**config.mk**
```make
export PLATFORM = sky130hd
export DESIGN_NAME = iq_balance_fix
export DESIGN_NICKNAME = d
export VERILOG_FILES = /design/src/rtl/iq_bal_pkg.sv /design/src/rtl/iq_bal_coef_regs.sv /design/src/rtl/iq_bal_mult_stage.sv /design/src/rtl/iq_bal_rail.sv /design/src/rtl/iq_balance_fix.sv
export SDC_FILE = /design/constraint.sdc
export NUM_CORES = 2
export LEC_CHECK = 0
export ABC_AREA = 1
export BUFFER_PORTS_ARGS = -buffer_cell sky130_fd_sc_hd__buf_2
export CORE_MARGIN = 5
export CORE_UTILIZATION = 61
export CTS_CLUSTER_DIAMETER = 120
export CTS_CLUSTER_SIZE = 28
export DETAILED_ROUTE_END_ITERATION = 8
export PLACE_DENSITY = 0.9
export SLEW_MARGIN = 20
export SYNTH_ARGS = -nofsm -noshare
export SYNTH_HDL_FRONTEND = slang
export SYNTH_SLANG_ARGS = --single-unit
```
**constraint.sdc**
```tcl
create_clock -name clk -period 7.13 [get_ports clk]
set_input_delay 0.713 -clock clk [delete_from_list [all_inputs] [get_ports clk]]
set_output_delay 0.713 -clock clk [all_outputs]
set_load 0.05 [all_outputs]
```
**src/rtl/iq_bal_pkg.sv**
```systemverilog
// Package: iq_bal_pkg
// Shared definitions for the IQ imbalance corrector.
// Assumes the coefficient scaling is a power of two expressed as a shift.
package iq_bal_pkg;
    // Number of fraction bits in the coefficients (1/64 units)
    localparam int FRAC_BITS = 6;

    // Which coefficient register a configuration write selects
    typedef enum logic [1:0] {
        SEL_NONE = 2'd0,
        SEL_MAG  = 2'd1,
        SEL_PHS  = 2'd2
    } coef_sel_e;
endpackage

```
**src/rtl/iq_bal_coef_regs.sv**
```systemverilog
// Module: iq_bal_coef_regs
// Holds the gain (A) and skew (B) coefficients, which the write port loads.
// Assumes the two addresses differ. Both registers reset to zero (identity).
module iq_bal_coef_regs
    import iq_bal_pkg::*;
#(
    parameter int AW       = 8,
    parameter int CW       = 18,
    parameter int MAG_ADDR = 16,
    parameter int PHS_ADDR = 17
) (
    input  logic                 clk,
    input  logic                 rst_n,
    input  logic                 wr,
    input  logic [AW-1:0]        addr,
    input  logic signed [CW-1:0] data,
    output logic signed [CW-1:0] mag,
    output logic signed [CW-1:0] phs
);
    localparam logic [AW-1:0] MAG_A = AW'(MAG_ADDR);
    localparam logic [AW-1:0] PHS_A = AW'(PHS_ADDR);

    coef_sel_e sel;

    // Decode the write address into a register select
    always_comb begin
        sel = SEL_NONE;
        if (wr && addr == MAG_A)      sel = SEL_MAG;
        else if (wr && addr == PHS_A) sel = SEL_PHS;
    end

    // Load the selected coefficient; clear both on reset
    always_ff @(posedge clk) begin
        if (!rst_n) begin
            mag <= '0;
            phs <= '0;
        end else begin
            if (sel == SEL_MAG) mag <= data;
            if (sel == SEL_PHS) phs <= data;
        end
    end
endmodule

```
**src/rtl/iq_bal_mult_stage.sv**
```systemverilog
// Module: iq_bal_mult_stage
// First pipeline stage. It registers the sample, its valid and bypass flags,
// and the two full-precision products I*A and I*B.
// Assumes PW >= DW + CW, so the products cannot overflow.
module iq_bal_mult_stage #(
    parameter int DW = 16,
    parameter int CW = 18,
    parameter int PW = DW + CW
) (
    input  logic                 clk,
    input  logic                 rst_n,
    input  logic                 in_valid,
    input  logic                 in_byp,
    input  logic signed [DW-1:0] in_i,
    input  logic signed [DW-1:0] in_q,
    input  logic signed [CW-1:0] mag,
    input  logic signed [CW-1:0] phs,
    output logic                 s1_valid,
    output logic                 s1_byp,
    output logic signed [DW-1:0] s1_i,
    output logic signed [DW-1:0] s1_q,
    output logic signed [PW-1:0] s1_pa,
    output logic signed [PW-1:0] s1_pb
);
    logic signed [PW-1:0] pa_c;
    logic signed [PW-1:0] pb_c;

    // Full-precision signed products with the current coefficients
    always_comb begin
        pa_c = PW'(in_i) * PW'(mag);
        pb_c = PW'(in_i) * PW'(phs);
    end

    // Register the sample, its flags and the products
    always_ff @(posedge clk) begin
        if (!rst_n) begin
            s1_valid <= 1'b0;
            s1_byp   <= 1'b0;
            s1_i     <= '0;
            s1_q     <= '0;
            s1_pa    <= '0;
            s1_pb    <= '0;
        end else begin
            s1_valid <= in_valid;
            s1_byp   <= in_byp;
            s1_i     <= in_i;
            s1_q     <= in_q;
            s1_pa    <= pa_c;
            s1_pb    <= pb_c;
        end
    end
endmodule

```
**src/rtl/iq_bal_rail.sv**
```systemverilog
// Module: iq_bal_rail
// Combinational rail arithmetic: y = clip(base + round(prod / 2^FRAC)).
// Rounds to nearest with ties toward +inf, and clips to the DW-bit range.
// Assumes FRAC >= 1.
module iq_bal_rail #(
    parameter int DW   = 16,
    parameter int PW   = 34,
    parameter int FRAC = 6
) (
    input  logic signed [DW-1:0] base,
    input  logic signed [PW-1:0] prod,
    output logic signed [DW-1:0] y
);
    localparam int SW = PW + 2;
    localparam logic signed [SW-1:0] HALF = SW'(64'sd1 <<< (FRAC - 1));
    localparam logic signed [SW-1:0] MAXV = SW'((64'sd1 <<< (DW - 1)) - 64'sd1);
    localparam logic signed [SW-1:0] MINV = SW'(-(64'sd1 <<< (DW - 1)));

    logic signed [SW-1:0] prod_x;
    logic signed [SW-1:0] rnd;
    logic signed [SW-1:0] sum;

    // Round the scaled term, add the base and clip to the output range
    always_comb begin
        prod_x = {{2{prod[PW-1]}}, prod};
        rnd    = (prod_x + HALF) >>> FRAC;
        sum    = rnd + {{(SW-DW){base[DW-1]}}, base};
        if (sum > MAXV)      y = MAXV[DW-1:0];
        else if (sum < MINV) y = MINV[DW-1:0];
        else                 y = sum[DW-1:0];
    end
endmodule

```
**src/rtl/iq_balance_fix.sv**
```systemverilog
// Module: iq_balance_fix
// IQ imbalance corrector: I' = I*(1 + A/64), Q' = Q + I*B/64.
// The latency is two cycles. bypass_all passes samples unchanged with the same
// latency. BYPASS_STAGE=1 removes the logic and leaves a zero-latency wire.
// Assumes DW <= 30 and CW <= 30, so intermediate widths fit in 64 bits.
module iq_balance_fix
    import iq_bal_pkg::*;
#(
    parameter int DW           = 16,
    parameter int CW           = 18,
    parameter int AW           = 8,
    parameter int MAG_ADDR     = 16,
    parameter int PHS_ADDR     = 17,
    parameter bit BYPASS_STAGE = 1'b0
) (
    input  logic                 clk,
    input  logic                 rst_n,
    input  logic                 cfg_wr,
    input  logic [AW-1:0]        cfg_addr,
    input  logic signed [CW-1:0] cfg_data,
    input  logic                 bypass_all,
    input  logic                 in_valid,
    input  logic signed [DW-1:0] in_i,
    input  logic signed [DW-1:0] in_q,
    output logic                 out_valid,
    output logic signed [DW-1:0] out_i,
    output logic signed [DW-1:0] out_q
);
    localparam int PW = DW + CW;

    logic signed [CW-1:0] mag_q;
    logic signed [CW-1:0] phs_q;

    generate
        if (BYPASS_STAGE) begin : g_wire
            // Stage removed: straight-through path
            assign mag_q     = '0;
            assign phs_q     = '0;
            assign out_valid = in_valid;
            assign out_i     = in_i;
            assign out_q     = in_q;
        end else begin : g_core
            logic                 s1_valid;
            logic                 s1_byp;
            logic signed [DW-1:0] s1_i;
            logic signed [DW-1:0] s1_q;
            logic signed [PW-1:0] s1_pa;
            logic signed [PW-1:0] s1_pb;
            logic signed [DW-1:0] cor_i;
            logic signed [DW-1:0] cor_q;

            iq_bal_coef_regs #(
                .AW(AW), .CW(CW), .MAG_ADDR(MAG_ADDR), .PHS_ADDR(PHS_ADDR)
            ) u_coef (
                .clk(clk), .rst_n(rst_n), .wr(cfg_wr), .addr(cfg_addr),
                .data(cfg_data), .mag(mag_q), .phs(phs_q)
            );

            iq_bal_mult_stage #(.DW(DW), .CW(CW), .PW(PW)) u_mult (
                .clk(clk), .rst_n(rst_n), .in_valid(in_valid), .in_byp(bypass_all),
                .in_i(in_i), .in_q(in_q), .mag(mag_q), .phs(phs_q),
                .s1_valid(s1_valid), .s1_byp(s1_byp), .s1_i(s1_i), .s1_q(s1_q),
                .s1_pa(s1_pa), .s1_pb(s1_pb)
            );

            iq_bal_rail #(.DW(DW), .PW(PW), .FRAC(FRAC_BITS)) u_rail_i (
                .base(s1_i), .prod(s1_pa), .y(cor_i)
            );

            iq_bal_rail #(.DW(DW), .PW(PW), .FRAC(FRAC_BITS)) u_rail_q (
                .base(s1_q), .prod(s1_pb), .y(cor_q)
            );

            // Output register: choose the corrected or the untouched sample
            always_ff @(posedge clk) begin
                if (!rst_n) begin
                    out_valid <= 1'b0;
                    out_i     <= '0;
                    out_q     <= '0;
                end else begin
                    out_valid <= s1_valid;
                    out_i     <= s1_byp ? s1_i : cor_i;
                    out_q     <= s1_byp ? s1_q : cor_q;
                end
            end
        end
    endgenerate
endmodule

```
Yosys cells after proc, flatten, opt, wreduce, memory -nomap -nowiden
Index checks and enable logic that the tools add are counted.
Word-level totals
  bits in registers: 171
  input port bits: 63
  output and inout port bits: 33
Operators by class
  multipliers: 2
  equality and inequality tests: 4
  reduce and logical (&&, ||, !) cells: 2
  magnitude comparators: 4
  $add $sub $neg: 4
  multiplexer cells: 8
Operator list (number)
  16-bit 2-to-1 mux: 6
  36-bit by 16-bit greater-than comparator with 1-bit output (second input constant): 2
  36-bit by 16-bit < comparator with 1-bit output (second input constant): 2
  34-bit by 7-bit adder with 35-bit output (second input constant): 2
  16-bit by 18-bit multiplier with 34-bit output: 2
  29-bit by 16-bit adder with 30-bit output: 2
  8-bit by 5-bit equality test with 1-bit output (second input constant): 2
  2-bit 2-to-1 mux: 2
  2-bit by 1-bit equality test with 1-bit output (second input constant): 1
  2-bit equality test (second input constant): 1
  1-bit logical AND: 2

Depth between registers and ports, before layout
  word-level depth: 6
  depth in mapped cells: 32
  depth with buffers taken out: 31

Hierarchy
From an unflattened synthesis, not the netlist that was laid out.
Second synthesis, totals
  cells, all modules: 5276
  area, all modules: 36025.8 um^2
By module, submodules not included
  iq_bal_mult_stage: area each 26370.3 um^2, instances 1, seq. area each 2042.0 um^2, cells each 3537
  iq_bal_rail at g_core.u_rail_q: area each 3189.3 um^2, instances 1, seq. area each 0.0 um^2, cells each 617
  iq_bal_rail at g_core.u_rail_i: area each 3100.5 um^2, instances 1, seq. area each 0.0 um^2, cells each 615
  iq_bal_coef_regs: area each 1885.6 um^2, instances 1, seq. area each 720.7 um^2, cells each 301
  iq_balance_fix: area each 1480.2 um^2, instances 1, seq. area each 660.6 um^2, cells each 206

Least setup slack after synthesis
No wires, ideal clock.
  kind: input -> register
  start: input in_i[3]
  end: register g_core.u_mult.s1_pb[31]
  arrival time: 6.084 ns
  required time: 6.998 ns
  stages on the path: 21
  setup slack: 0.913 ns
  cells stage by stage: clkbuf_1 -> clkbuf_1 -> nand2_1 -> inv_1 -> fa_1 -> fa_1 -> inv_1 -> fa_1 -> inv_1 -> fa_1 -> fa_1 -> inv_1 -> fa_1 -> inv_1 -> ha_1 -> nand2_1 -> o21ai_0 -> a2111oi_0 -> nand2_1 -> nand2_1 -> a21oi_1
On the way
  word-level cells in the longest chain between the ends: 1
RTL lines
  start: declaration: RTL line iq_balance_fix.sv:23  | input logic signed [DW-1:0] in_i,
  16-bit by 18-bit multiplier with 34-bit output: RTL line iq_bal_mult_stage.sv:31  | pb_c = PW'(in_i) * PW'(phs);
  end signal: assignment: RTL line iq_bal_mult_stage.sv:49  | s1_pb <= pb_c;
  end: declaration: RTL line iq_bal_mult_stage.sv:23  | output logic signed [PW-1:0] s1_pb
No other way between the ends.
A chain may end at the register's enable or synchronous reset.

Final worst setup path
  start: register g_core.u_coef.mag[17]
  end: register g_core.u_mult.s1_pa[29]
On the way
  word-level cells in the longest chain between the ends: 1
RTL lines
  start: declaration: RTL line iq_bal_coef_regs.sv:17  | output logic signed [CW-1:0] mag,
  start signal: assignment: RTL line iq_bal_coef_regs.sv:38  | if (sel == SEL_MAG) mag <= data;
  16-bit by 18-bit multiplier with 34-bit output: RTL line iq_bal_mult_stage.sv:30  | pa_c = PW'(in_i) * PW'(mag);
  end signal: assignment: RTL line iq_bal_mult_stage.sv:48  | s1_pa <= pa_c;
  end: declaration: RTL line iq_bal_mult_stage.sv:22  | output logic signed [PW-1:0] s1_pa,
No other way between the ends.

==> flow_metrics.py <==
metrics = {
    "run_status": {
        "status": "complete, no violations",
    },
    "timing": {
        "setup_tns_ns": 0,
        "slew_violations": 0,
        "finalHoldViolCount": 0,
        "min_period_ns": 6.47,
        "fin_crit_sh_pct": 90.7,
        "max_freq_ghz": 0.155,
        "setup_viol": 0,
        "tightest_slew_ns": 1.02,
        "finClkSkew_ns": 0.0228,
        "rsz0062_at_grt": "false",
        "slew_headroom_pct": 31.6,
    },
    "setup_path": {
        "cp_max_fo": 17,
        "start_kind": "flip-flop",
        "end_kind": "flip-flop",
        "worstSetupPathType": "flip-flop to flip-flop",
        "critPathArrivalTime_ns": 6.85,
        "required_ns": 7.51,
    },
    "drt": {
        "wirelength_um": 89300,
        "num_vias": 29500,
        "dr.pass1.iters": 6,
        "drc_errors": 0,
        "drtIter0Drc": 2902,
        "wl_per_cell_um": 16.7,
        "viasPerCell": 5.51,
        "ant_nets": 0,
    },
    "power_and_ir_drop": {
        "pwr-share-clk_pct": 34.9,
        "peakVddDrop_v": 0.000219,
        "p_leak_nw": 20.7,
        "internal-power_mw": 1.71,
        "p_sw_share_pct": 39.3,
        "comb_power_share_pct": 30.2,
        "seqPwrFrac_pct": 35.0,
        "power_density_mw_per_mm2": 80.4,
        "switchingPower_mw": 1.11,
    },
    "logic_synthesis": {
        "synth_edf_count": 0,
        "synth_top_area_cell": "fa_1",
        "ys_seq_area_share_pct": 9.62,
        "yosysMostFrequentCell": "inv_1",
        "ys.flop_type": "dfxtp_1",
        "yosys_warnings": 0,
        "netlist_top_cells_count": "1275 x inv_1, 1151 x nand2_1, 580 x fa_1",
        "synth_cell_types": 57,
        "syn_inst": 4653,
        "synthesis.area_sq_mm": 0.0335,
        "synth_nets": 5522,
        "syn_avg_cell_area_sq_um": 7.20,
        "async_flop_share_pct": 0,
        "synth_top_area_share_pct": 34.7,
        "ys_ff_latch": 161,
        "synth_area_leaders": "fa_1 35%, inv_1 14%, nand2_1 13%",
    },
    "clocking": {
        "cts_root_buffer": "clkbuf_16",
        "clk_pin_slew_ns": 0.09,
        "cts.repair.resized": 0,
        "cts_hold_buf": 0,
        "clk_path_buf_depth": 2,
        "clock-sinks": 161,
        "clock_latency_ns": 0.51,
        "cts_setup_buffers": 0,
        "cts_tree": "yes",
        "cts_made_buffers": 17,
        "cts-htree-levels": 4,
    },
    "global_routing": {
        "grt_first_pass_wirelength_um": 148000,
        "gr-total-overflow": 0,
        "grt_util_all_layers_pct": 30.5,
        "antenna_found_initial": 1,
        "grt_pass1_vias": 30400,
        "grt_max_degree": 94,
    },
    "floorplan": {
        "rows": 85,
        "die_x_um": 244,
        "die_area_sq_mm": 0.0597,
        "ios": 96,
        "die_h_um": 244,
        "initial_utilization_pct": 61.9,
        "core_area_sq_mm": 0.0541,
    },
    "placed_design": {
        "io_buffers": 95,
        "detailed_place_hpwl_um": 72000,
        "gp_congestion": 0.982,
    },
    "final_layout": {
        "final_util_pct": 64.7,
        "n_antenna_cell": 0,
        "drive_above_1_share_pct": 6.00,
        "finalNetCount": 5505,
        "syn_to_final_growth_pct": 4.63,
    },
    "worst_hold_path": {
        "hold_class": "primary input to flip-flop",
    },
    "run": {
        "max_cap_violations": 0,
    },
}
[final cells by class]
type,instances,area [sq um]
multi-input cells,3041,24800
fillers,4527,19100
inverters,1287,4830
flip-flops and latches,161,3220
well taps,696,871
repair buffers,128,726
clock buffers,17,425
clock inverters,15,189
[logic make-up (layout without fill, tap and decap cells)]
group	Yosys count	in the layout	share of synthesized area, %
compound gates	444	444	7.47
buf+inv	1451	1447	16.4
xor+xnor	94	94	2.46
fa+ha+maj	806	806	43.1
simple gates	1697	1697	20.9
flops	161	161	9.62
[cell usage in the layout (no fill, tap or decap), drive strengths merged, types with 3 or more instances in the layout]
cell type | netlist | routed
inv | 1285 | 1292
nand2 | 1175 | 1175
fa | 580 | 580
nor2 | 303 | 303
ha | 226 | 226
a21oi | 215 | 215
o21ai | 163 | 163
dfxtp | 161 | 161
buf | 41 | 128
nand3 | 118 | 118
xor2 | 62 | 62
nand4 | 39 | 39
nor3 | 38 | 38
xnor2 | 32 | 32
clkbuf | 123 | 17
o21a | 16 | 16
a31oi | 12 | 12
or2 | 9 | 9
o21bai | 8 | 8
clkinv | 2 | 8
o22ai | 7 | 7
and2 | 5 | 5
a221oi | 5 | 5
and3 | 4 | 4
a21o | 3 | 3
a21boi | 3 | 3
[critical path, cell delays in order (launching register included)]
cell	delay, ns
dfxtp_1	0.76
nand2_1	0.21
inv_1	0.17
fa_1	0.54
fa_1	1.01
fa_1	0.56
fa_1	0.50
fa_1	0.49
inv_1	0.05
fa_1	0.48
inv_1	0.04
ha_1	0.35
a21oi_1	0.24
inv_1	0.06
a21oi_1	0.22
inv_1	0.09
a221oi_1	0.29
nand2_1	0.10
o21ai_0	0.15
a21oi_1	0.05
[sequential cells by signal, summed over array words and instances (netlist names)]
register,cells
out_q,16
g_core.u_mult.s1_q,16
g_core.u_mult.s1_valid,1
g_core.u_mult.s1_pa,29
out_i,16
g_core.u_coef.phs,18
out_valid,1
g_core.u_coef.mag,18
g_core.u_mult.s1_byp,1
g_core.u_mult.s1_pb,29
g_core.u_mult.s1_i,16
[per-layer routing]
layer	up-vias	part of all wire [%]	track usage [%]
met5	-	0.015	0
met3	363	11	6.97
met4	2	3.9	11.8
li1	13500	-	-
met2	1630	45	49.3
met1	13900	40	40.5
[worst paths after layout]
| kind | start | end | slack, ns | depth (start not counted) |
|---|---|---|---|---|
| setup reg to reg | g_core.u_coef.mag[17]$_SDFFE_PN0N_ | g_core.u_mult.s1_pa[29]$_SDFF_PN0_ | 0.66 | 19 |
| hold / removal | in_q[11] | g_core.u_mult.s1_q[11]$_SDFF_PN0_ | 0.38 | 3 |
| hold reg to reg | g_core.u_mult.s1_valid$_SDFF_PN0_ | out_valid$_SDFF_PN0_ | 0.42 | 2 |
| setup / recovery | g_core.u_coef.mag[17]$_SDFFE_PN0N_ | g_core.u_mult.s1_pa[29]$_SDFF_PN0_ | 0.66 | 19 |
[power by group through the flow]
stage	combinational, mW	clock, mW	sequential, mW
after floorplan	0.544	0	1.07
after global placement	0.808	0	1.00
after detailed placement	0.829	0	1.01
after CTS	0.833	0.999	0.984
after global routing	0.938	1.04	0.990
final	0.850	0.982	0.985
[through the flow]
step	instances	power [mW]	hold slack, ns	setup WS [ns]	area, sq um
2_1_floorplan	4653	1.61	0.390	0.913	33500
3_3_place_gp	5313	1.81	0.393	0.542	34400
3_5_place_dp	5313	1.83	0.406	0.418	34400
4_1_cts	5345	2.82	0.352	0.794	35000
5_1_grt	5345	2.96	0.380	0.322	35000
6_report	5345	2.82	0.381	0.665	35000
No activity file was read; power rests on OpenSTA's default activity.
